**src/rtl/dgf_pkg.sv**
```systemverilog
package dgf_pkg;
  localparam int unsigned FIFO_BYTES = 16;
  localparam int unsigned WORD_BYTES = 4;
  localparam int unsigned FIFO_WORDS = FIFO_BYTES / WORD_BYTES;
  localparam int unsigned ADDR_W = $clog2(FIFO_BYTES);
  localparam int unsigned LVL_W = $clog2(FIFO_BYTES + 1);
  localparam int unsigned SUB_W = $clog2(WORD_BYTES);
  localparam int unsigned BUS_W = 8 * WORD_BYTES;

  // strobes from a control unit to its storage array
  typedef struct packed {
    logic              wrEn;
    logic              wrWord;
    logic [ADDR_W-1:0] wrAddr;
    logic [ADDR_W-1:0] rdAddr;
  } storeCmd_t;
endpackage

```
**src/rtl/dgf_ctrl.sv**
```systemverilog
module dgf_ctrl
  import dgf_pkg::*;
#(
  parameter bit SHIFT_PUSH = 1'b0  // 1: shifter writes bytes (receive), 0: shifter reads bytes (transmit)
) (
  input  logic             clk,
  input  logic             rstN,
  input  logic             clr,
  input  logic             fifoEn,
  input  logic             wordMode,
  input  logic             busOp,
  input  logic             byteOp,
  input  logic             errClr,
  input  logic [LVL_W-1:0] thr,
  output storeCmd_t        cmd,
  output logic [LVL_W-1:0] level,
  output logic             empty,
  output logic             req,
  output logic             overrun
);
  logic [ADDR_W-1:0] wrPtr, rdPtr, wrBase, rdBase;
  logic [SUB_W-1:0]  sub;
  logic [LVL_W-1:0]  count, cap, thrEff;
  logic full, subLast, subStep, entryIn, entryOut, drop, errFlag;

  always_comb begin
    if (!fifoEn)       cap = LVL_W'(1);
    else if (wordMode) cap = LVL_W'(FIFO_WORDS);
    else               cap = LVL_W'(FIFO_BYTES);
    thrEff  = fifoEn ? thr : LVL_W'(1);
    full    = (count >= cap);
    empty   = (count == '0);
    subLast = !wordMode || (sub == SUB_W'(WORD_BYTES - 1));
    wrBase  = ADDR_W'({wrPtr, {SUB_W{1'b0}}});
    rdBase  = ADDR_W'({rdPtr, {SUB_W{1'b0}}});
  end

  generate
    if (SHIFT_PUSH) begin : g_rx
      always_comb begin
        subStep     = byteOp && !full;
        drop        = byteOp && full;
        entryIn     = subStep && subLast;
        entryOut    = busOp && !empty;
        cmd.wrEn    = subStep;
        cmd.wrWord  = 1'b0;
        cmd.wrAddr  = wordMode ? wrBase + ADDR_W'(sub) : wrPtr;
        cmd.rdAddr  = wordMode ? rdBase : rdPtr;
        req         = (count >= thrEff);
      end
    end else begin : g_tx
      always_comb begin
        subStep     = byteOp && !empty;
        drop        = 1'b0;
        entryIn     = busOp && !full;
        entryOut    = subStep && subLast;
        cmd.wrEn    = entryIn;
        cmd.wrWord  = wordMode;
        cmd.wrAddr  = wordMode ? wrBase : wrPtr;
        cmd.rdAddr  = wordMode ? rdBase + ADDR_W'(sub) : rdPtr;
        req         = ((cap - count) >= thrEff);
      end
    end
  endgenerate

  always_ff @(posedge clk or negedge rstN) begin
    if (!rstN) begin
      wrPtr <= '0; rdPtr <= '0; sub <= '0; count <= '0;
    end else if (clr) begin
      wrPtr <= '0; rdPtr <= '0; sub <= '0; count <= '0;
    end else begin
      if (entryIn)  wrPtr <= (wrPtr == ADDR_W'(cap - 1'b1)) ? '0 : wrPtr + 1'b1;
      if (entryOut) rdPtr <= (rdPtr == ADDR_W'(cap - 1'b1)) ? '0 : rdPtr + 1'b1;
      if (subStep)  sub   <= subLast ? '0 : sub + 1'b1;
      count <= count + LVL_W'(entryIn) - LVL_W'(entryOut);
    end
  end

  always_ff @(posedge clk or negedge rstN) begin
    if (!rstN)       errFlag <= 1'b0;
    else if (drop)   errFlag <= 1'b1;
    else if (errClr) errFlag <= 1'b0;
  end

  assign level   = count;
  assign overrun = errFlag;
endmodule

```
**src/rtl/dgf_store.sv**
```systemverilog
module dgf_store
  import dgf_pkg::*;
#(
  parameter int unsigned IN_W  = 8,
  parameter int unsigned OUT_W = 8
) (
  input  logic             clk,
  input  storeCmd_t        cmd,
  input  logic [IN_W-1:0]  wrData,
  output logic [OUT_W-1:0] rdData
);
  localparam int unsigned IN_BYTES  = IN_W / 8;
  localparam int unsigned OUT_BYTES = OUT_W / 8;

  logic [7:0] mem [FIFO_BYTES];

  always_ff @(posedge clk) begin
    for (int k = 0; k < IN_BYTES; k++) begin
      if (cmd.wrEn && (cmd.wrWord || (k == 0)))
        mem[cmd.wrAddr + ADDR_W'(k)] <= wrData[8*k +: 8];
    end
  end

  generate
    for (genvar k = 0; k < OUT_BYTES; k++) begin : g_rd
      assign rdData[8*k +: 8] = mem[cmd.rdAddr + ADDR_W'(k)];
    end
  endgenerate
endmodule

```
**src/rtl/dual_geom_fifo.sv**
```systemverilog
module dual_geom_fifo
  import dgf_pkg::*;
(
  input  logic             clk,
  input  logic             rstN,
  input  logic             fifoEn,
  input  logic             wordMode,
  input  logic             txClr,
  input  logic             rxClr,
  input  logic             errClr,
  input  logic             txPush,
  input  logic [BUS_W-1:0] txWData,
  input  logic [LVL_W-1:0] txThr,
  input  logic             txByteReq,
  input  logic             txShiftIdle,
  output logic [7:0]       txByte,
  output logic             txByteValid,
  output logic [LVL_W-1:0] txLevel,
  output logic             txReq,
  output logic             txComplete,
  input  logic             rxByteValid,
  input  logic [7:0]       rxByte,
  input  logic             rxPop,
  input  logic [LVL_W-1:0] rxThr,
  output logic [BUS_W-1:0] rxRData,
  output logic             rxValid,
  output logic [LVL_W-1:0] rxLevel,
  output logic             rxReq,
  output logic             rxOverrun
);
  storeCmd_t txCmd, rxCmd;
  logic txEmpty, rxEmpty, txOvr, rxOvr;
  logic [BUS_W-1:0] rxWord;

  dgf_ctrl #(.SHIFT_PUSH(1'b0)) u_txCtrl (
    .clk, .rstN, .clr(txClr), .fifoEn, .wordMode, .busOp(txPush), .byteOp(txByteReq),
    .errClr, .thr(txThr), .cmd(txCmd), .level(txLevel), .empty(txEmpty), .req(txReq),
    .overrun(txOvr));

  dgf_store #(.IN_W(BUS_W), .OUT_W(8)) u_txStore (
    .clk, .cmd(txCmd), .wrData(txWData), .rdData(txByte));

  dgf_ctrl #(.SHIFT_PUSH(1'b1)) u_rxCtrl (
    .clk, .rstN, .clr(rxClr), .fifoEn, .wordMode, .busOp(rxPop), .byteOp(rxByteValid),
    .errClr, .thr(rxThr), .cmd(rxCmd), .level(rxLevel), .empty(rxEmpty), .req(rxReq),
    .overrun(rxOvr));

  dgf_store #(.IN_W(8), .OUT_W(BUS_W)) u_rxStore (
    .clk, .cmd(rxCmd), .wrData(rxByte), .rdData(rxWord));

  assign txByteValid = !txEmpty;
  assign txComplete  = txEmpty && txShiftIdle;
  assign rxValid     = !rxEmpty;
  assign rxRData     = wordMode ? rxWord : {{(BUS_W-8){1'b0}}, rxWord[7:0]};
  // the transmit control never discards, so its flag stays low
  assign rxOverrun   = rxOvr | txOvr;
endmodule

```
**config.mk**
```make
export PLATFORM = sky130hd
export DESIGN_NAME = dual_geom_fifo
export DESIGN_NICKNAME = d
export VERILOG_FILES = /design/src/rtl/dgf_pkg.sv /design/src/rtl/dgf_ctrl.sv /design/src/rtl/dgf_store.sv /design/src/rtl/dual_geom_fifo.sv
export SDC_FILE = /design/constraint.sdc
export NUM_CORES = 1
export LEC_CHECK = 0
export BUFFER_PORTS_ARGS = -buffer_cell sky130_fd_sc_hd__buf_4
export CORE_MARGIN = 2
export CORE_UTILIZATION = 50
export CTS_CLUSTER_DIAMETER = 80
export DETAILED_ROUTE_END_ITERATION = 10
export PLACE_DENSITY = 0.67
export SLEW_MARGIN = 10
export SYNTH_ARGS = -nofsm -noshare
export SYNTH_HDL_FRONTEND = slang
export SYNTH_HIERARCHICAL = 1
export SYNTH_SLANG_ARGS = --single-unit
```
**constraint.sdc**
```tcl
create_clock -name clk -period 2.9 [get_ports clk]
set_input_delay 0.145 -clock clk [delete_from_list [all_inputs] [get_ports clk]]
set_output_delay 0.145 -clock clk [all_outputs]
set_load 0.005 [all_outputs]
```
==> run_results.csv, run 1 <==
group,metric,value,unit
run_status,status,"finished with violations",
run_status,violations,"negative setup slack",
setup_path,crit_arrival,2.97,ns
global_routing,grt_use_met3,6.73,%
sta,setup_viol,27,
setup_path,worstRegToRegCells,11,
final_layout,multi_input_area,11400,µm²
final_layout,area_delta_synth_final,23.4,%
routing,first_pass_iters,6,
power_and_ir_drop,p_leak,8.95,nW
routing,dr.first_iter.drc_count,2093,
placement,gp_congestion,0.956,
global_routing,top_usage_layer,"met2",
setup_path,cp-end-kind,"output port",
setup_path,r2r-end,"u_txStore/mem[1][7]$_DFFE_PP_",
power_and_ir_drop,power_density,610,nW/µm²
sta,rsz0062_at_grt,"true",
run,maxCapViolCount,0,
cts,numCtsBuffers,36,
routing,viasPerCell,6.74,
yosys,avgSynthCellArea,11.9,µm²
sta,fin_crit_sh,108,%
placement,io_buffers,117,
floorplanning,num_rows,74,
sta,worstMarginPinSlew,0.832,ns
global_routing,gr-usage-met2,48.5,%
final_layout,fill_cells,3101,
floorplanning,die_x,206,µm
sta,finalClockSkew,0.0307,ns
cts,cts_max_level,2,
placement,place_hpwl,44600,µm
cts,clk_latency,0.57,ns
setup_path,cpMostUsedCell,"buf_4",
sta,hold_slack,0.0638,ns
sta,setup_ws,-0.220,ns
routing,vias,16900,
global_routing,grt_first_pass_wirelength,98500,µm
routing,ant_nets,0,
power_and_ir_drop,peakVddDrop,553,µV
global_routing,grt_pass1_vias,16100,
final_layout,drive_gt1_share,34.7,%
hold_path,holdCritPathClass,"in2reg",
sta,relSlewSlack,44.5,%
cts,clk_pin_slew,0.06,ns
routing,wl_per_cell,27.1,µm
setup_path,r2r_start,"u_txCtrl/level[2]$_DFF_PN0_",
setup_path,critPathTopFamily,"multiplexers",
yosys,syn-cell-area,20400,µm²
routing,drt_wl_total,67900,µm
hold_path,min_from,"txWData[30]",
hold_path,hold_end,"u_txStore/mem[5][6]$_DFFE_PP_",
setup_path,r2r_setup_slack,-0.01,ns
setup_path,slowest_stage,"mux4_2",
final_layout,final_core_util,62.2,%
final_layout,final_net_count,2054,
setup_path,worst_setup_path_start_kind,"register",
floorplanning,io_pins,118,
sta,hold_viol,0,
cts,clockRootBuffer,"clkbuf_16",
hold_path,hold-path-cell-count,3,
floorplanning,initial_core_util,50.4,%
sta,timing.fmax,321,MHz
cts,cts_num_sinks,287,
global_routing,grt_max_degree,64,
final_layout,antenna_cells,0,
setup_path,slowest_delay,0.50,ns
cts,cts_buffer_depth,3,
setup_path,cp.required,2.76,ns
global_routing,grt_use_met1,41.7,%
sta,slew_viol_final,0,
setup_path,path_max_fanout,6,
setup_path,critPathKind,"reg2out",
global_routing,gr-total-overflow,0,
power_and_ir_drop,total_power,15.4,mW
global_routing,grt_usage,31.2,%
cts,cts_tree,"built",
yosys,postSynthNetCount,1828,
setup_path,crit_path_cell_trace,"nor2b_4, inv_2, ha_4, buf_4, buf_12, mux2i_1, mux4_2, mux2i_2, and2_1, buf_4",
setup_path,crit_buf_inv,4,
floorplanning,die_area,42500,µm²
global_routing,antenna_found_initial,0,
sta,finalCriticalPeriod,3.12,ns
final_layout,seq_area,8470,µm²
yosys,syn_inst,1723,
yosys,yosys_warnings,6,
floorplanning,core-area,40600,µm²
routing,drc,0,
floorplanning,fp.dieH,206,µm
[layout make-up]
class,instances,area share (%)
multi-input cells,1237,45.1
repair buffers,350,13.4
clock inverters,21,0.958
clock buffers,44,3.69
inverters,37,0.551
flip-flops and latches,287,33.6
well taps,532,2.64
[registers in the layout, indices dropped and copies added, names as in the netlist]
signal	cells
u_txStore/mem	128
u_rxCtrl/sub	2
u_rxCtrl/rdPtr	4
u_rxCtrl/overrun	1
u_txCtrl/rdPtr	4
u_txCtrl/wrPtr	4
u_txCtrl/sub	2
u_rxCtrl/level	5
u_rxStore/mem	128
u_rxCtrl/wrPtr	4
u_txCtrl/level	5
[metrics by stage]
step	cells	worst slack (ns)	TNS [ns]	instance area (µm²)
global placement	2375	0.0228	0	22800
detailed placement	2375	-0.0249	-0.0776	22800
global route	2508	-0.272	-5.66	25200
floorplan	1723	-0.0895	-2.88	20700
finish	2508	-0.220	-3.31	25200
CTS	2488	-0.173	-2.55	24800
[cells in the final DEF, fill, tap and decap left out, types with 17 or more instances in the layout]
cell and n:
mux4_2 120, clkbuf_16 41, buf_4 274, nand2_1 94, edfxtp_1 256, nor2_1 112, and2_1 20, mux2i_2 21
buf_12 30, mux2i_1 193, a21oi_1 80, o31ai_1 41, ha_1 31, nand4_1 17, o22ai_1 64, dfrtp_1 29
nand3_1 21, a221oi_1 34, nor3_1 22, and2_2 17, o2bb2ai_1 17, inv_1 25, and3_1 17, o21ai_0 56
[timing repair]
| action | 4_1_cts | 5_1_grt |
|---|---|---|
| hold buffers | 15 | 0 |
| gates cloned | 10 | 4 |
| resized for setup | 48 | 55 |
| setup endpoints to repair | 54 | 215 |
| buffers inserted | 23 | 18 |
| endpoints found under the hold margin | 180 | 0 |
| pin swaps | 5 | 13 |
[power breakdown]
group          leakage [nW]  internal, mW  total, mW  switching, mW
Combinational          5.66          2.93       5.93           3.00
Sequential             2.72          4.78       4.93          0.150
Clock                 0.564          2.67       4.52           1.85
[worst max path at each step]
stage,from,endpoint,slack (ns),cells past startpoint
floorplan,u_txCtrl/wrPtr[1]$_DFFE_PN0P_,u_txStore/mem[10][0]$_DFFE_PP_,-0.09,10
global placement,wordMode,u_txStore/mem[1][7]$_DFFE_PP_,0.02,11
detailed placement,wordMode,u_txStore/mem[1][7]$_DFFE_PP_,-0.02,11
CTS,u_rxCtrl/rdPtr[1]$_DFFE_PN0P_,rxRData[28],-0.17,11
global route,u_rxCtrl/rdPtr[1]$_DFFE_PN0P_,rxRData[17],-0.27,9
finish,u_rxCtrl/rdPtr[0]$_DFFE_PN0P_,rxRData[28],-0.22,10
[metal layers]
metal  share of wire [%]  routed length [µm]
met1                  38               25500
met2                  46               31500
met3                  11                7740
met4                 4.7                3190
met5                   0                   0
[worst min-delay path: cells and delay by family]
kind	cells	cell delay, ns
compound gates	1	0.06
simple gates	1	0.08
buf+inv	1	0.23
Power figures use the tool's default switching activity.
==> run 2: changes to the inputs <==
BUFFER_PORTS_ARGS = -buffer_cell sky130_fd_sc_hd__buf_2   (was -buffer_cell sky130_fd_sc_hd__buf_4)
==> run_results.csv, run 2 (same netlist as run 1, synthesis figures left out) <==
group,metric,value,unit
run_status,status,"finished with violations",
run_status,violations,"negative setup slack",
global_routing,grt_max_degree,34,
sta,finalClockSkew,0.0247,ns
setup_path,crit_buf_inv,3,
routing,dr.first_iter.drc_count,2498,
setup_path,worst_setup_path_start_kind,"register",
sta,slew_viol_final,0,
sta,hold_viol,0,
cts,cts_max_level,2,
sta,worstMarginPinSlew,0.727,ns
floorplanning,io_pins,118,
placement,place_hpwl,45500,µm
power_and_ir_drop,p_sw,4.94,mW
global_routing,gr-total-overflow,0,
setup_path,critPathTopFamily,"multiplexers",
final_layout,seq_area,8460,µm²
hold_path,hold-path-cell-count,1,
floorplanning,core-area,40600,µm²
power_and_ir_drop,p_leak,8.88,nW
floorplanning,die_area,42500,µm²
cts,clockRootBuffer,"clkbuf_16",
setup_path,r2r_setup_slack,0.02,ns
final_layout,final_core_util,61.4,%
placement,pre_cts_slack,-0.0581,ns
hold_path,hold_end,"u_rxStore/mem[8][4]$_DFFE_PP_",
cts,numCtsBuffers,35,
final_layout,drive_gt1_share,35.0,%
setup_path,critPathKind,"reg2out",
power_and_ir_drop,p_int,10.0,mW
cts,cts_tree,"built",
setup_path,crit_arrival,2.89,ns
setup_path,cp-end-kind,"output port",
cts,clk_pin_slew,0.06,ns
routing,first_pass_iters,6,
power_and_ir_drop,p_comb_share,37.7,%
setup_path,slowest_stage,"mux4_2",
setup_path,crit_path_cell_trace,"nor2b_4, inv_2, ha_4, buf_16, mux2i_1, mux4_2, mux2i_1, and2_2, buf_2",
final_layout,fill_cells,3178,
sta,setup_viol,20,
global_routing,grt_usage,31.4,%
final_layout,top_regs,"u_rxStore/mem x128, u_txStore/mem x128",
placement,gp_congestion,0.933,
routing,drc,0,
final_layout,area_delta_synth_final,21.9,%
run,maxCapViolCount,0,
floorplanning,initial_core_util,50.4,%
sta,setup_ws,-0.134,ns
sta,fin_crit_sh,105,%
setup_path,r2r_start,"u_rxCtrl/level[2]$_DFF_PN0_",
setup_path,slowest_delay,0.50,ns
hold_path,holdCritPathClass,"in2reg",
power_and_ir_drop,seq_power_share,33.0,%
setup_path,worstRegToRegCells,14,
power_and_ir_drop,power_density,601,nW/µm²
hold_path,min_from,"rxByte[4]",
placement,io_buffers,117,
sta,finalCriticalPeriod,3.03,ns
cts,cts_buffer_depth,3,
power_and_ir_drop,clockPowerShare,29.3,%
sta,timing.fmax,330,MHz
setup_path,r2r-end,"u_rxCtrl/level[4]$_DFF_PN0_",
global_routing,antenna_found_initial,0,
routing,vias,17200,
floorplanning,die_x,206,µm
routing,drt_wl_total,68300,µm
global_routing,grt_pass1_vias,16600,
final_layout,multi_input_area,11500,µm²
sta,hold_slack,0.0180,ns
power_and_ir_drop,sw_frac_of_total,33.1,%
floorplanning,fp.dieH,206,µm
final_layout,final_net_count,2059,
setup_path,cp.required,2.76,ns
power_and_ir_drop,peakVddDrop,559,µV
sta,relSlewSlack,51.0,%
sta,final.setup.tns,-1.43,ns
routing,ant_nets,0,
setup_path,path_max_fanout,21,
final_layout,final_cell_mix,"edfxtp_1 (256), mux2i_1 (199), buf_4 (175), mux4_2 (120), buf_2 (115)",
routing,wl_per_cell,27.2,µm
routing,viasPerCell,6.83,
final_layout,layout_commonest_cell,"edfxtp_1",
cts,clk_latency,0.54,ns
setup_path,cpMostUsedCell,"mux2i_1",
sta,rsz0062_at_grt,"true",
floorplanning,num_rows,74,
final_layout,antenna_cells,0,
cts,cts_num_sinks,287,
global_routing,grt_first_pass_wirelength,99800,µm
-- run 2: cell types whose count changed in the layout (fill, tap and decap cells not counted), sizes merged --
| cell | change |
|---|---|
| buf | +11 |
| bufbuf | -2 |
| bufinv | -1 |
| clkbuf | -8 |
| clkinv | +4 |
| dlygate4sd3 | -2 |
| inv | +1 |
| nand4 | +1 |
-- run 2: repair_timing --
| item | 4_1_cts | 5_1_grt |
|---|---|---|
| setup endpoints to repair | 33 | 186 |
| pin swaps | 3 | 20 |
| gates resized for setup | 41 | 59 |
| hold endpoints to repair | 161 | 0 |
| setup buffers | 17 | 18 |
| cloned | 6 | 3 |
| hold buffers | 13 | 0 |
-- run 2: routing by layer --
layer | vias to the layer above | track usage (%) | part of all wire (%)
met1 | 8368 | 41.8 | 38
met2 | 1272 | 48.5 | 45
li1 | 7258 | - | -
met3 | 252 | 6.83 | 12
met4 | 0 | 16.0 | 5.5
met5 | - | 0 | 0
-- run 2: layout make-up --
| class | instances | area share (%) |
|---|---|---|
| clock buffers | 38 | 3.56 |
| clock inverters | 25 | 0.995 |
| inverters | 37 | 0.568 |
| multi-input cells | 1238 | 46.0 |
| flip-flops and latches | 287 | 34.0 |
| well taps | 532 | 2.67 |
| repair buffers | 355 | 12.2 |
-- run 2: how the worst max path moves through the flow --
| stage | slack (ns) | cells past startpoint | end | startpoint |
|---|---|---|---|---|
| finish | -0.13 | 9 | rxRData[26] | u_rxCtrl/rdPtr[0]$_DFFE_PN0P_ |
| global route | -0.19 | 10 | rxRData[11] | u_rxCtrl/rdPtr[1]$_DFFE_PN0P_ |
| CTS | -0.12 | 10 | rxRData[28] | u_rxCtrl/rdPtr[0]$_DFFE_PN0P_ |
| detailed placement | -0.06 | 12 | u_txStore/mem[13][3]$_DFFE_PP_ | fifoEn |
| global placement | -0.03 | 16 | u_rxCtrl/level[4]$_DFF_PN0_ | fifoEn |
| floorplan | -0.09 | 10 | u_txStore/mem[10][0]$_DFFE_PP_ | u_txCtrl/wrPtr[1]$_DFFE_PN0P_ |
-- run 2: through the flow --
step	area [µm²]	cells	total power, mW
floorplan	20700	1723	8.23
global placement	22700	2395	9.95
detailed placement	22700	2395	10.1
CTS	24500	2494	14.7
global route	24900	2512	15.5
finish	24900	2512	15.0
-- run 2: power groups by stage --
stage	clock network (mW)	logic, mW	registers, mW
2_1_floorplan	0	3.22	5.01
3_3_place_gp	0	4.94	5.01
3_5_place_dp	0	5.05	5.01
4_1_cts	4.42	5.36	4.93
5_1_grt	4.58	6.00	4.95
6_report	4.38	5.64	4.93
==> run 3: changes to the inputs <==
CORE_UTILIZATION = 40   (was 50)
PLACE_DENSITY = 0.55   (was 0.67)
clock period = 2.5 ns   (was 2.9 ns; I/O delays follow)
==> run_results.csv, run 3 (same netlist as run 1, synthesis figures left out) <==
group,metric,value,unit
run_status,status,"finished with violations",
run_status,violations,"negative setup slack",
sta,relSlewSlack,44.3,%
cts,cts_buffer_depth,3,
final_layout,antenna_cells,0,
global_routing,grt_pass1_vias,17100,
sta,rsz0062_at_grt,"true",
power_and_ir_drop,peakVddDrop,424,µV
setup_path,worst_setup_path_start_kind,"register",
cts,cts_max_level,2,
placement,place_hpwl,49600,µm
global_routing,top_usage_layer,"met2",
routing,dr.first_iter.drc_count,2105,
floorplanning,fp.dieH,230,µm
sta,fin_crit_sh,122,%
power_and_ir_drop,p_int,12.8,mW
final_layout,layout_commonest_cell,"edfxtp_1",
global_routing,grt_first_pass_wirelength,110000,µm
hold_path,holdCritPathClass,"in2reg",
global_routing,grt_use_met1,35.4,%
power_and_ir_drop,sw_frac_of_total,32.8,%
power_and_ir_drop,power_density,660,nW/µm²
final_layout,final_cell_mix,"edfxtp_1 (256), buf_4 (198), mux2i_1 (183), mux4_2 (120), buf_2 (117)",
final_layout,finalNonFillerCells,2804,
power_and_ir_drop,p_comb_share,41.5,%
global_routing,grt_max_degree,40,
sta,hold_viol,0,
power_and_ir_drop,p_sw,6.24,mW
final_layout,top_regs,"u_rxStore/mem x128, u_txStore/mem x128",
final_layout,final_net_count,2211,
global_routing,grt_usage,27.8,%
sta,finalCriticalPeriod,3.05,ns
routing,drc,0,
final_layout,area_delta_synth_final,41.3,%
floorplanning,initial_core_util,40.6,%
sta,setup_viol,319,
routing,first_pass_iters,6,
global_routing,antenna_found_initial,0,
setup_path,cp.required,2.38,ns
cts,clockRootBuffer,"clkbuf_16",
global_routing,gr-usage-met2,45.8,%
sta,setup_ws,-0.551,ns
setup_path,crit_arrival,2.93,ns
global_routing,grt_use_met3,5.62,%
placement,dp_cells,2621,
final_layout,drive_gt1_share,50.2,%
power_and_ir_drop,p_leak,10.3,nW
cts,clk_latency,0.57,ns
placement,io_buffers,117,
cts,clk_pin_slew,0.07,ns
routing,ant_nets,0,
setup_path,cp-end-kind,"output port",
floorplanning,core-area,50300,µm²
routing,wl_per_cell,27.3,µm
sta,finalClockSkew,0.0400,ns
sta,hold_slack,0.0243,ns
global_routing,gr-total-overflow,0,
routing,vias,17900,
run,maxCapViolCount,0,
power_and_ir_drop,clockPowerShare,28.6,%
sta,timing.fmax,328,MHz
routing,drt_wl_total,76700,µm
floorplanning,die_x,230,µm
cts,cts_tree,"built",
routing,viasPerCell,6.38,
sta,worstMarginPinSlew,0.835,ns
setup_path,critPathKind,"reg2out",
floorplanning,num_rows,82,
floorplanning,io_pins,118,
placement,pre_cts_slack,-0.508,ns
power_and_ir_drop,seq_power_share,30.0,%
sta,slew_viol_final,0,
setup_path,path_max_fanout,13,
floorplanning,die_area,52900,µm²
placement,gp_congestion,0.913,
cts,cts_num_sinks,287,
cts,numCtsBuffers,36,
[run 3: cell count changes in the layout (fill, tap and decap cells not counted), sizes merged, moves of 2 or more]
cell and delta:
clkbuf +12, clkinv -7, nand3 +3, clkinvlp +2, and2 +2, buf +138
[run 3: power groups by stage]
stage	Combinational, mW	Clock (mW)	Sequential (mW)
3_5_place_dp	6.37	0	5.80
6_report	7.89	5.44	5.70
2_1_floorplan	3.91	0	5.81
5_1_grt	8.38	5.71	5.72
3_3_place_gp	6.29	0	5.79
4_1_cts	7.20	5.52	5.70
[run 3: final timing paths]
| kind | from | end | slack (ns) | cells after the start |
|---|---|---|---|---|
| min in group asynchronous | rstN | u_rxCtrl/wrPtr[3]$_DFFE_PN0P_ | 0.21 | 2 |
| max in group asynchronous | rstN | u_rxCtrl/level[0]$_DFF_PN0_ | 1.76 | 2 |
| max reg2reg | u_rxCtrl/level[2]$_DFF_PN0_ | u_rxCtrl/level[4]$_DFF_PN0_ | -0.44 | 14 |
| max | u_rxCtrl/rdPtr[0]$_DFFE_PN0P_ | rxRData[24] | -0.55 | 9 |
| min reg2reg | u_txCtrl/rdPtr[2]$_DFFE_PN0P_ | u_txCtrl/rdPtr[2]$_DFFE_PN0P_ | 0.55 | 1 |
| min | txByteReq | u_txCtrl/sub[0]$_DFFE_PN0P_ | 0.02 | 4 |
[run 3: stage by stage]
| stage | power (mW) | setup TNS (ns) | area, µm² | utilization (%) |
|---|---|---|---|---|
| 3_3_place_gp | 12.1 | -83.77 | 24400 | 48.5 |
| 5_1_grt | 19.8 | -109.48 | 28800 | 57.4 |
| 4_1_cts | 18.4 | -68.32 | 27500 | 54.6 |
| 3_5_place_dp | 12.2 | -103.94 | 24400 | 48.5 |
| 2_1_floorplan | 9.72 | -56.76 | 21400 | - |
| 6_report | 19.0 | -72.38 | 28800 | 57.4 |
[run 3: timing repair]
| item | CTS | global route |
|---|---|---|
| endpoints found under the hold margin | 178 | 0 |
| setup endpoints to repair | 333 | 433 |
| pin swaps | 109 | 100 |
| gates cloned | 18 | 10 |
| buffers inserted | 46 | 51 |
| hold buffers | 14 | 0 |
| resized for setup | 250 | 184 |
[run 3: final cells by class]
| type | instances | area (µm²) |
|---|---|---|
| clock buffer | 44 | 993 |
| multi-input combinational | 1243 | 13100 |
| fill | 4054 | 21400 |
| clock inverter | 20 | 224 |
| timing repair buffer | 501 | 5050 |
| sequential | 287 | 8460 |
| tap | 672 | 841 |
| inverter | 37 | 144 |
[run 3: worst max-delay path: stages (launching register included)]
cell	delay, ns
dfrtp_1	0.39
nor2b_4	0.26
inv_4	0.06
ha_4	0.36
buf_12	0.18
mux2i_1	0.08
mux4_2	0.50
mux2i_2	0.22
and2_2	0.17
buf_2	0.11
[run 3: layer usage]
layer  part of all wire, %  wire (µm)  vias up
met5                 0.039         30        -
met4                   4.7       3570        2
met3                   9.2       7060      240
met2                    48      36900     1135
met1                    38      29100     8888
li1                      -          -     7611
